**config.mk**
```make
export PLATFORM = sky130hd
export DESIGN_NAME = mux_lut_fsm
export DESIGN_NICKNAME = d
export VERILOG_FILES = /design/src/rtl/mlf_pkg.sv /design/src/rtl/mlf_ctrl.sv /design/src/rtl/mlf_lut_bank.sv /design/src/rtl/mlf_lut_mux.sv /design/src/rtl/mlf_state_reg.sv /design/src/rtl/mux_lut_fsm.sv
export SDC_FILE = /design/constraint.sdc
export NUM_CORES = 1
export LEC_CHECK = 0
export BUFFER_PORTS_ARGS = -buffer_cell sky130_fd_sc_hd__buf_2
export CAP_MARGIN = 20
export CORE_AREA = 5 5 42 44
export CTS_CLUSTER_SIZE = 20
export DETAILED_ROUTE_END_ITERATION = 8
export DIE_AREA = 0 0 47 49
export PLACE_DENSITY = 0.66
export SYNTH_ARGS = -nofsm -noshare
export SYNTH_HDL_FRONTEND = slang
export SYNTH_SLANG_ARGS = --single-unit
```
**constraint.sdc**
```tcl
create_clock -name clk -period 3.7 [get_ports clk]
set_clock_uncertainty 0.2 [all_clocks]
set_input_delay 0.37 -clock clk [delete_from_list [all_inputs] [get_ports clk]]
set_output_delay 0.37 -clock clk [all_outputs]
set_load 0.005 [all_outputs]
```
**src/rtl/mlf_pkg.sv**
```systemverilog
package mlf_pkg;

    // number of select lines per look-up multiplexer
    localparam int SEL_W     = 2;
    // entries per look-up table
    localparam int LUT_DEPTH = 1 << SEL_W;
    // number of next-state bits, one table each
    localparam int NUM_NEXT  = 2;
    // total configuration bits
    localparam int CFG_W     = NUM_NEXT * LUT_DEPTH;

    // table H (high bit) = 1,0,0,1 ; table L (low bit) = 0,1,1,0
    localparam logic [CFG_W-1:0] CFG_DEFAULT = 8'h69;

    // state encoding is {y1, y0}
    typedef enum logic [1:0] {
        ST_00 = 2'b00,
        ST_01 = 2'b01,
        ST_10 = 2'b10,
        ST_11 = 2'b11
    } state_e;

    typedef enum logic [1:0] {
        ACT_STEP  = 2'b00,
        ACT_LOAD  = 2'b01,
        ACT_RESET = 2'b10
    } act_e;

endpackage

```
**src/rtl/mlf_ctrl.sv**
```systemverilog
module mlf_ctrl
    import mlf_pkg::*;
(
    input  logic rst,
    input  logic cfg_en,
    output act_e act
);

    // reset wins over configuration, configuration wins over stepping
    always_comb begin
        unique casez ({rst, cfg_en})
            2'b1?:   act = ACT_RESET;
            2'b01:   act = ACT_LOAD;
            default: act = ACT_STEP;
        endcase
    end

endmodule

```
**src/rtl/mlf_lut_bank.sv**
```systemverilog
module mlf_lut_bank
    import mlf_pkg::*;
#(
    parameter int               BANK_W  = CFG_W,
    parameter logic [BANK_W-1:0] INIT_V = CFG_DEFAULT
) (
    input  logic              clk,
    input  act_e              act,
    input  logic [BANK_W-1:0] cfg_word,
    output logic [BANK_W-1:0] lut_bits
);

    always_ff @(posedge clk) begin
        unique case (act)
            ACT_RESET: lut_bits <= INIT_V;
            ACT_LOAD:  lut_bits <= cfg_word;
            default:   lut_bits <= lut_bits;
        endcase
    end

endmodule

```
**src/rtl/mlf_lut_mux.sv**
```systemverilog
module mlf_lut_mux
    import mlf_pkg::*;
#(
    parameter int SW    = SEL_W,
    localparam int DEPTH = 1 << SW
) (
    input  logic [DEPTH-1:0] data,
    input  logic [SW-1:0]    sel,   // sel[SW-1] is S1 ... sel[0] is S0
    output logic             out
);

    always_comb begin
        out = 1'b0;
        for (int k = 0; k < DEPTH; k++) begin
            if (sel == SW'(k)) out = data[k];
        end
    end

endmodule

```
**src/rtl/mlf_state_reg.sv**
```systemverilog
module mlf_state_reg
    import mlf_pkg::*;
(
    input  logic clk,
    input  act_e act,
    input  logic nxt_hi,
    input  logic nxt_lo,
    output logic y1,
    output logic y0
);

    state_e state;

    // state register
    always_ff @(posedge clk) begin
        unique case (act)
            ACT_RESET: state <= ST_00;
            ACT_LOAD:  state <= state;
            default:   state <= state_e'({nxt_hi, nxt_lo});
        endcase
    end

    // output decode
    always_comb begin
        unique case (state)
            ST_00:   {y1, y0} = 2'b00;
            ST_01:   {y1, y0} = 2'b01;
            ST_10:   {y1, y0} = 2'b10;
            ST_11:   {y1, y0} = 2'b11;
            default: {y1, y0} = 2'b00;
        endcase
    end

    logic seen_edge;
    logic was_reset;
    always_ff @(posedge clk) begin
        seen_edge <= 1'b1;
        was_reset <= (act == ACT_RESET);
    end

    // one edge after a reset action the state reads 00
    always_ff @(posedge clk) begin
        if (seen_edge === 1'b1 && was_reset === 1'b1) begin
            a_r4_reset_state: assert (state == ST_00)
                else $error("R4: state not 00 after reset");
        end
    end

    // a load action leaves the state untouched
    a_r6_hold_on_load: assert property (@(posedge clk) disable iff (act == ACT_RESET)
        (act == ACT_LOAD) |=> $stable(state));

endmodule

```
**src/rtl/mux_lut_fsm.sv**
```systemverilog
module mux_lut_fsm
    import mlf_pkg::*;
(
    input  logic             clk,
    input  logic             rst,
    input  logic             cfg_en,
    input  logic [CFG_W-1:0] cfg_word,
    input  logic             x,
    output logic             y1,
    output logic             y0
);

    localparam int HI_BASE = 0;
    localparam int LO_BASE = LUT_DEPTH;

    act_e               act;
    logic [CFG_W-1:0]   lut_bits;
    logic [NUM_NEXT-1:0] mux_out;   // [0] = high next bit, [1] = low next bit

    mlf_ctrl u_ctrl (
        .rst    (rst),
        .cfg_en (cfg_en),
        .act    (act)
    );

    mlf_lut_bank #(
        .BANK_W (CFG_W),
        .INIT_V (CFG_DEFAULT)
    ) u_bank (
        .clk      (clk),
        .act      (act),
        .cfg_word (cfg_word),
        .lut_bits (lut_bits)
    );

    // fixed select routing per table
    for (genvar g = 0; g < NUM_NEXT; g++) begin : g_lut
        logic [SEL_W-1:0] sel;
        if (g == 0) begin : g_hi
            assign sel = {y0, y1};   // S1 = y0, S0 = y1
        end else begin : g_lo
            assign sel = {y1, x};    // S1 = y1, S0 = x
        end
        mlf_lut_mux #(
            .SW (SEL_W)
        ) u_mux (
            .data (lut_bits[g*LUT_DEPTH +: LUT_DEPTH]),
            .sel  (sel),
            .out  (mux_out[g])
        );
    end

    mlf_state_reg u_state (
        .clk    (clk),
        .act    (act),
        .nxt_hi (mux_out[0]),
        .nxt_lo (mux_out[1]),
        .y1     (y1),
        .y0     (y0)
    );

    // the tables take the word presented with cfg_en
    a_r5_cfg_load: assert property (@(posedge clk) disable iff (rst)
        cfg_en |=> (lut_bits == $past(cfg_word)));

    // from state 11 a step puts table H entry I3 into y1
    a_r1_hi_route: assert property (@(posedge clk) disable iff (rst)
        (!cfg_en && y1 && y0) |=> (y1 == $past(lut_bits[HI_BASE + 3])));

    // from a state with y1 = 0 a step puts table L entry I0 or I1 into y0
    a_r2_lo_route: assert property (@(posedge clk) disable iff (rst)
        (!cfg_en && !y1) |=> (y0 == $past(x ? lut_bits[LO_BASE + 1] : lut_bits[LO_BASE])));

    // after reset, even with cfg_en high, the default tables are present
    logic rst_q;
    logic edge_q;
    always_ff @(posedge clk) begin
        rst_q  <= rst;
        edge_q <= 1'b1;
    end
    always_ff @(posedge clk) begin
        if (edge_q === 1'b1 && rst_q === 1'b1) begin
            a_r8_reset_default: assert (lut_bits == CFG_DEFAULT)
                else $error("R8: tables not default after reset");
        end
    end

endmodule

```
* Word level (Yosys, flattened, before mapping)
Cells that the tools add are included.
** Word-level totals
- Flip-flop bits (word level) :: 10
- Input port bits :: 12
- Output and inout bits :: 2
- Logic and storage cells :: 35
** Cells by class
- Equal/unequal tests :: 12
- Muxes and demuxes :: 13
- Reductions and logical operators :: 8
** Operators by type and width (count)
- $pmux W8 S2 :: 1
- $eq A2 B2 Y1 const B :: 7
- $eq A2 B1 Y1 const B :: 5
- $mux W1 :: 8
- $pmux W2 S2 :: 2
- $reduce_or A2 Y1 :: 4
- $logic_not A2 Y1 :: 3
- $pmux W1 S2 :: 2
- $reduce_bool A2 Y1 :: 1

* Depth between registers and ports, before layout
- Depth in word-level cells :: 9
- Depth in mapped cells :: 2
- Gate-level depth less buffers :: 2

* By module
Synthesis repeated with hierarchy kept, for this count alone.
** Unflattened totals
- Cells, all modules :: 31
- Area total of the unflattened synthesis :: 457.9 um^2
** Modules (own cells, without submodules)
- mlf_lut_bank :: instances 1, cells each 19, area an instance 310.3 um^2, sequential area each 240.2 um^2
- mlf_state_reg :: instances 1, cells each 8, area an instance 92.6 um^2, sequential area each 60.1 um^2
- mlf_lut_mux :: instances 2, cells each 1, area an instance 22.5 um^2, sequential area each 0.0 um^2
- mlf_ctrl :: instances 1, cells each 2, area an instance 10.0 um^2, sequential area each 0.0 um^2

* Worst setup path before layout
Ideal clock, no wire load.
- Path kind :: register to register
- From :: register u_state.state[1]
- To :: register u_state.state[1] (data pin)
- Library setup time :: 0.252 ns
- Data arrival time :: 0.985 ns
- Data required time :: 3.248 ns
- Path slack :: 2.264 ns
- Stages on the path, launching flop included :: 3
- Buffers on the path :: 0
- Period minus slack after synthesis :: 1.436 ns
- Path through :: edfxtp_1 mux4_2 nor2b_4
** On the way
- Cells in the longest elaborated chain, start to end :: 9
- Elaborated cells between the ends (all ways) :: 19
- Classes of those cells :: eq/ne: 6; mux: 7; reduce/logical: 6
** Ends and longest elaborated chain
- start, declared :: line mlf_state_reg.sv:12 : state_e state;
- start signal, assigned :: line mlf_state_reg.sv:18 : ACT_LOAD: state <= state;
- start signal, assigned :: line mlf_state_reg.sv:19 : default: state <= state_e'({nxt_hi, nxt_lo});
- $eq A2 B2 Y1 (tied with other cells) :: line mlf_state_reg.sv:25 : unique case (state)
- $reduce_or A2 Y1 (no source line)
- $pmux W1 S2 :: line mlf_state_reg.sv:25
- $logic_not A2 Y1 :: line mlf_lut_mux.sv:15 : if (sel == SW'(k)) out = data[k];
- $mux W1 (3 in series) :: line mlf_lut_mux.sv:15
- $mux W1 * :: line mlf_lut_mux.sv:15
- $pmux W2 S2 * :: line mlf_state_reg.sv:16 : unique case (act)
Every way passes the cells marked *; elsewhere a longest branch is shown, timed or not.
A chain may end at the register's enable or synchronous reset.

* Worst setup path after layout
Ends and elaborated chain as after synthesis.

==> metrics list <==
- The total count of max-transition violations in the final report is 0.
* Core occupancy in the finished layout: 0.3893
- Hold repair after CTS inserted 0 buffers.
* Hpwl dp: 514.5 um
* Post-DR wirelength/cell: ~11 um
* Core footprint: roughly 0.0014 mm^2
* Category of the worst setup path capture point: register
* Commonest non-fill, non-tap cell in the layout: sky130_fd_sc_hd__buf_2
- Setup violations remaining at the end of the flow were counted as 0.
- Layout cells sized above 1: 0.5000
- Level count of the clock H-tree: 1
- Once detail routing completed, the nets flagged for antenna violations numbered 0.
- Main area contributors after synthesis: sky130_fd_sc_hd__edfxtp_1 (68%), sky130_fd_sc_hd__mux4_2 (10%), sky130_fd_sc_hd__and2_1 (5.7%)
- In this run, distinct cell masters in the synthesized netlist total 10.
- STA classifies the critical path startpoint as a register.
- Detailed routing inserted a total of 244 vias.
- Top-level port count: 14
- The total count of hold-check failures in the final report was 0.
* Post-layout instance area: around 550 um^2
- Area used by multi-input combinational logic: 130.1 um^2
- The number of antenna violations at the first check in global routing came to 0.
- Yosys synthesis warning count: 0
* Total overflow reported by the global router: 0
- Global-route wire length before repair: ~1000 um
- Total of flip-flops plus latches after synthesis: 10
- Of the synthesized area, sequential elements account for 0.6799.
* Total power per unit cell area: 447.1 mW/mm^2
* Minimum setup slack after placement: around 2200 ps
* Maximum number of pins on one net before global-route repair: 10
* Avg Inst Size Synth: 16.36 um^2
- Number of DRC violations after detailed-routing iteration 0: 5
- Drt total wl: ~640 um
* Mapped cell area: 441.7 um^2
- Buffers placed on the I/O ports in this run total 13.
- For this run, the detailed router's first-pass iteration total came to 3.
- Summed over all instances, the cell type with the most area after synthesis is sky130_fd_sc_hd__edfxtp_1.
- Dividing the final minimum period by the clock period gives 0.4022.
* WHS Path Cells: 2
- Worst Tran Pin Value: between 300 and 400 ps
- Final period demand of the worst path: around 1500 ps
- Routability-driven placement finished with a final weighted congestion of around 0.58.
- Once the clock tree was built, the setup fixing pass inserted 0 buffers.
- The net count of the finished layout is 55.
* Post-CTS sizing: 0
- CTS Buf Count: 3
* Number of rows in the core area: 14
* Ratio of routed vias to standard cells: between 4 and 5
- In the routed design, unresolved DRC markers number 0.
- Final critical-path setup slack: around 2200 ps
- Synthesized Nets: 39
- Synthesis handed over a netlist of 27 instances.
* Type of the worst setup path: reg2reg
- Path type of the worst min-delay path: in2reg
- Critical path fanouts, max: 3
- P&R area growth vs syn: 23.51%
- At the later pin of the worst-skew pair, clock insertion delay measures approximately 260 ps.
- In this run the tightest slew margin relative to its limit is 0.7963.
- Clock Pin Slew Worst Setup and Hold Paths: ~70 ps
- Across every metal layer, demand over resource in global routing totals 0.06657.
* Number of global-route vias before repair: 272
* P_leak: around 0.22 nW
- Clock tree synthesis found a total of 10 sinks.
- The run finished with clean final reports.
- Buffer levels on the longest clock path: 2
* Layout filler cell count: ~140
- The number of antenna diodes in the final layout is 0.
- Setup repair after global routing missed its margin: false
- FMAX: between 0.6 and 0.7 GHz
- STA puts the critical path data arrival time at between 1000 and 1500 ps.
- For the worst setup path, the data required time is around 3500 ps.
- In this run the cell area measured after placement is slightly above 500 um^2.
- The tool flagged a number of max-cap violations equal to 0.
- Setup total negative slack on the finished layout was measured at 0 ps.
* Height of the die: just under 50 um
- Summing all flip-flop and latch instances after layout gives 300.3 um^2.
- After layout, the design draws a total of approximately 240 uW.
- Across the VDD grid, the largest voltage drop is approximately 0.18 mV.
* Total die area: approximately 0.0023 mm^2
* Top-area cell type share of the netlist area: 0.6799
* Effective utilization at floorplan: 0.3152
- In the layout the commonest cells are sky130_fd_sc_hd__buf_2 (13), sky130_fd_sc_hd__edfxtp_1 (10), sky130_fd_sc_hd__and2_1 (4), sky130_fd_sc_hd__nand2b_1 (4), sky130_fd_sc_hd__clkbuf_4 (3).
* CTS root buf: sky130_fd_sc_hd__clkbuf_4
- Counting cells, the worst reg-to-reg path comes to 2.
- The die is between 40 and 50 um wide.
* TritonCTS clock tree: yes
## metal layers
layer  global-route usage  vias to the layer above  part of all wire
li1                     -                      124                 -
met1              0.07407                      109              0.41
met2              0.09276                       11              0.46
met3              0.02952                        0              0.12
met4              0.05530                        0                 0
met5                    0                        -                 0
## registers in the layout, summed over array words and instances, names as in the netlist
signal and count:
u_state.state 2, u_bank.lut_bits 8
## area by class of cell
cell class / instances / share of cell area
clock inverters: 1 / 0.006881
inverters: 1 / 0.006881
flip-flops and latches: 10 / 0.5505
well taps: 16 / 0.03670
multi-input cells: 14 / 0.2385
repair buffers: 13 / 0.1193
clock buffers: 3 / 0.04128
## through the flow
stage          hold slack (ps)  cells
5_1_grt                  161.9     58
6_report                 158.4     58
3_3_place_gp             429.7     54
3_5_place_dp             431.3     54
4_1_cts                  151.6     58
2_1_floorplan            347.8     27
## cells in the mapped netlist
master,number
sky130_fd_sc_hd__edfxtp_1,10
sky130_fd_sc_hd__or2_2,1
sky130_fd_sc_hd__and2_1,4
sky130_fd_sc_hd__inv_1,1
sky130_fd_sc_hd__nand2b_1,4
sky130_fd_sc_hd__clkbuf_1,2
sky130_fd_sc_hd__nor2b_1,1
sky130_fd_sc_hd__nor2b_2,1
sky130_fd_sc_hd__mux4_2,2
sky130_fd_sc_hd__nor2b_4,1
## power by group
group | switching, mW | internal, mW
Sequential | 0.00432 | 0.136
Combinational | 0.00860 | 0.0186
Clock | 0.0371 | 0.0389
Total | 0.0500 | 0.194
## worst max-delay path, stage by stage (launching register included)
cell and delay [ps]:
sky130_fd_sc_hd__edfxtp_1 410, sky130_fd_sc_hd__mux4_2 510, sky130_fd_sc_hd__nor2b_4 130
## logic make-up after synthesis
group / count (synthesis) / share of synthesized area
mux: 2 / 0.1020
flops: 10 / 0.6799
simple gates: 12 / 0.1926
buf+inv: 3 / 0.02549
## worst paths after layout
kind	to	start	slack [ps]
max reg2reg	u_state.state[1]	u_state.state[1]	2210
max	u_state.state[1]	u_state.state[1]	2210
min	u_bank.lut_bits[6]	cfg_word[6]	160
min reg2reg	u_state.state[1]	u_bank.lut_bits[3]	550
Note: power is estimated with default switching activity, not from simulation.
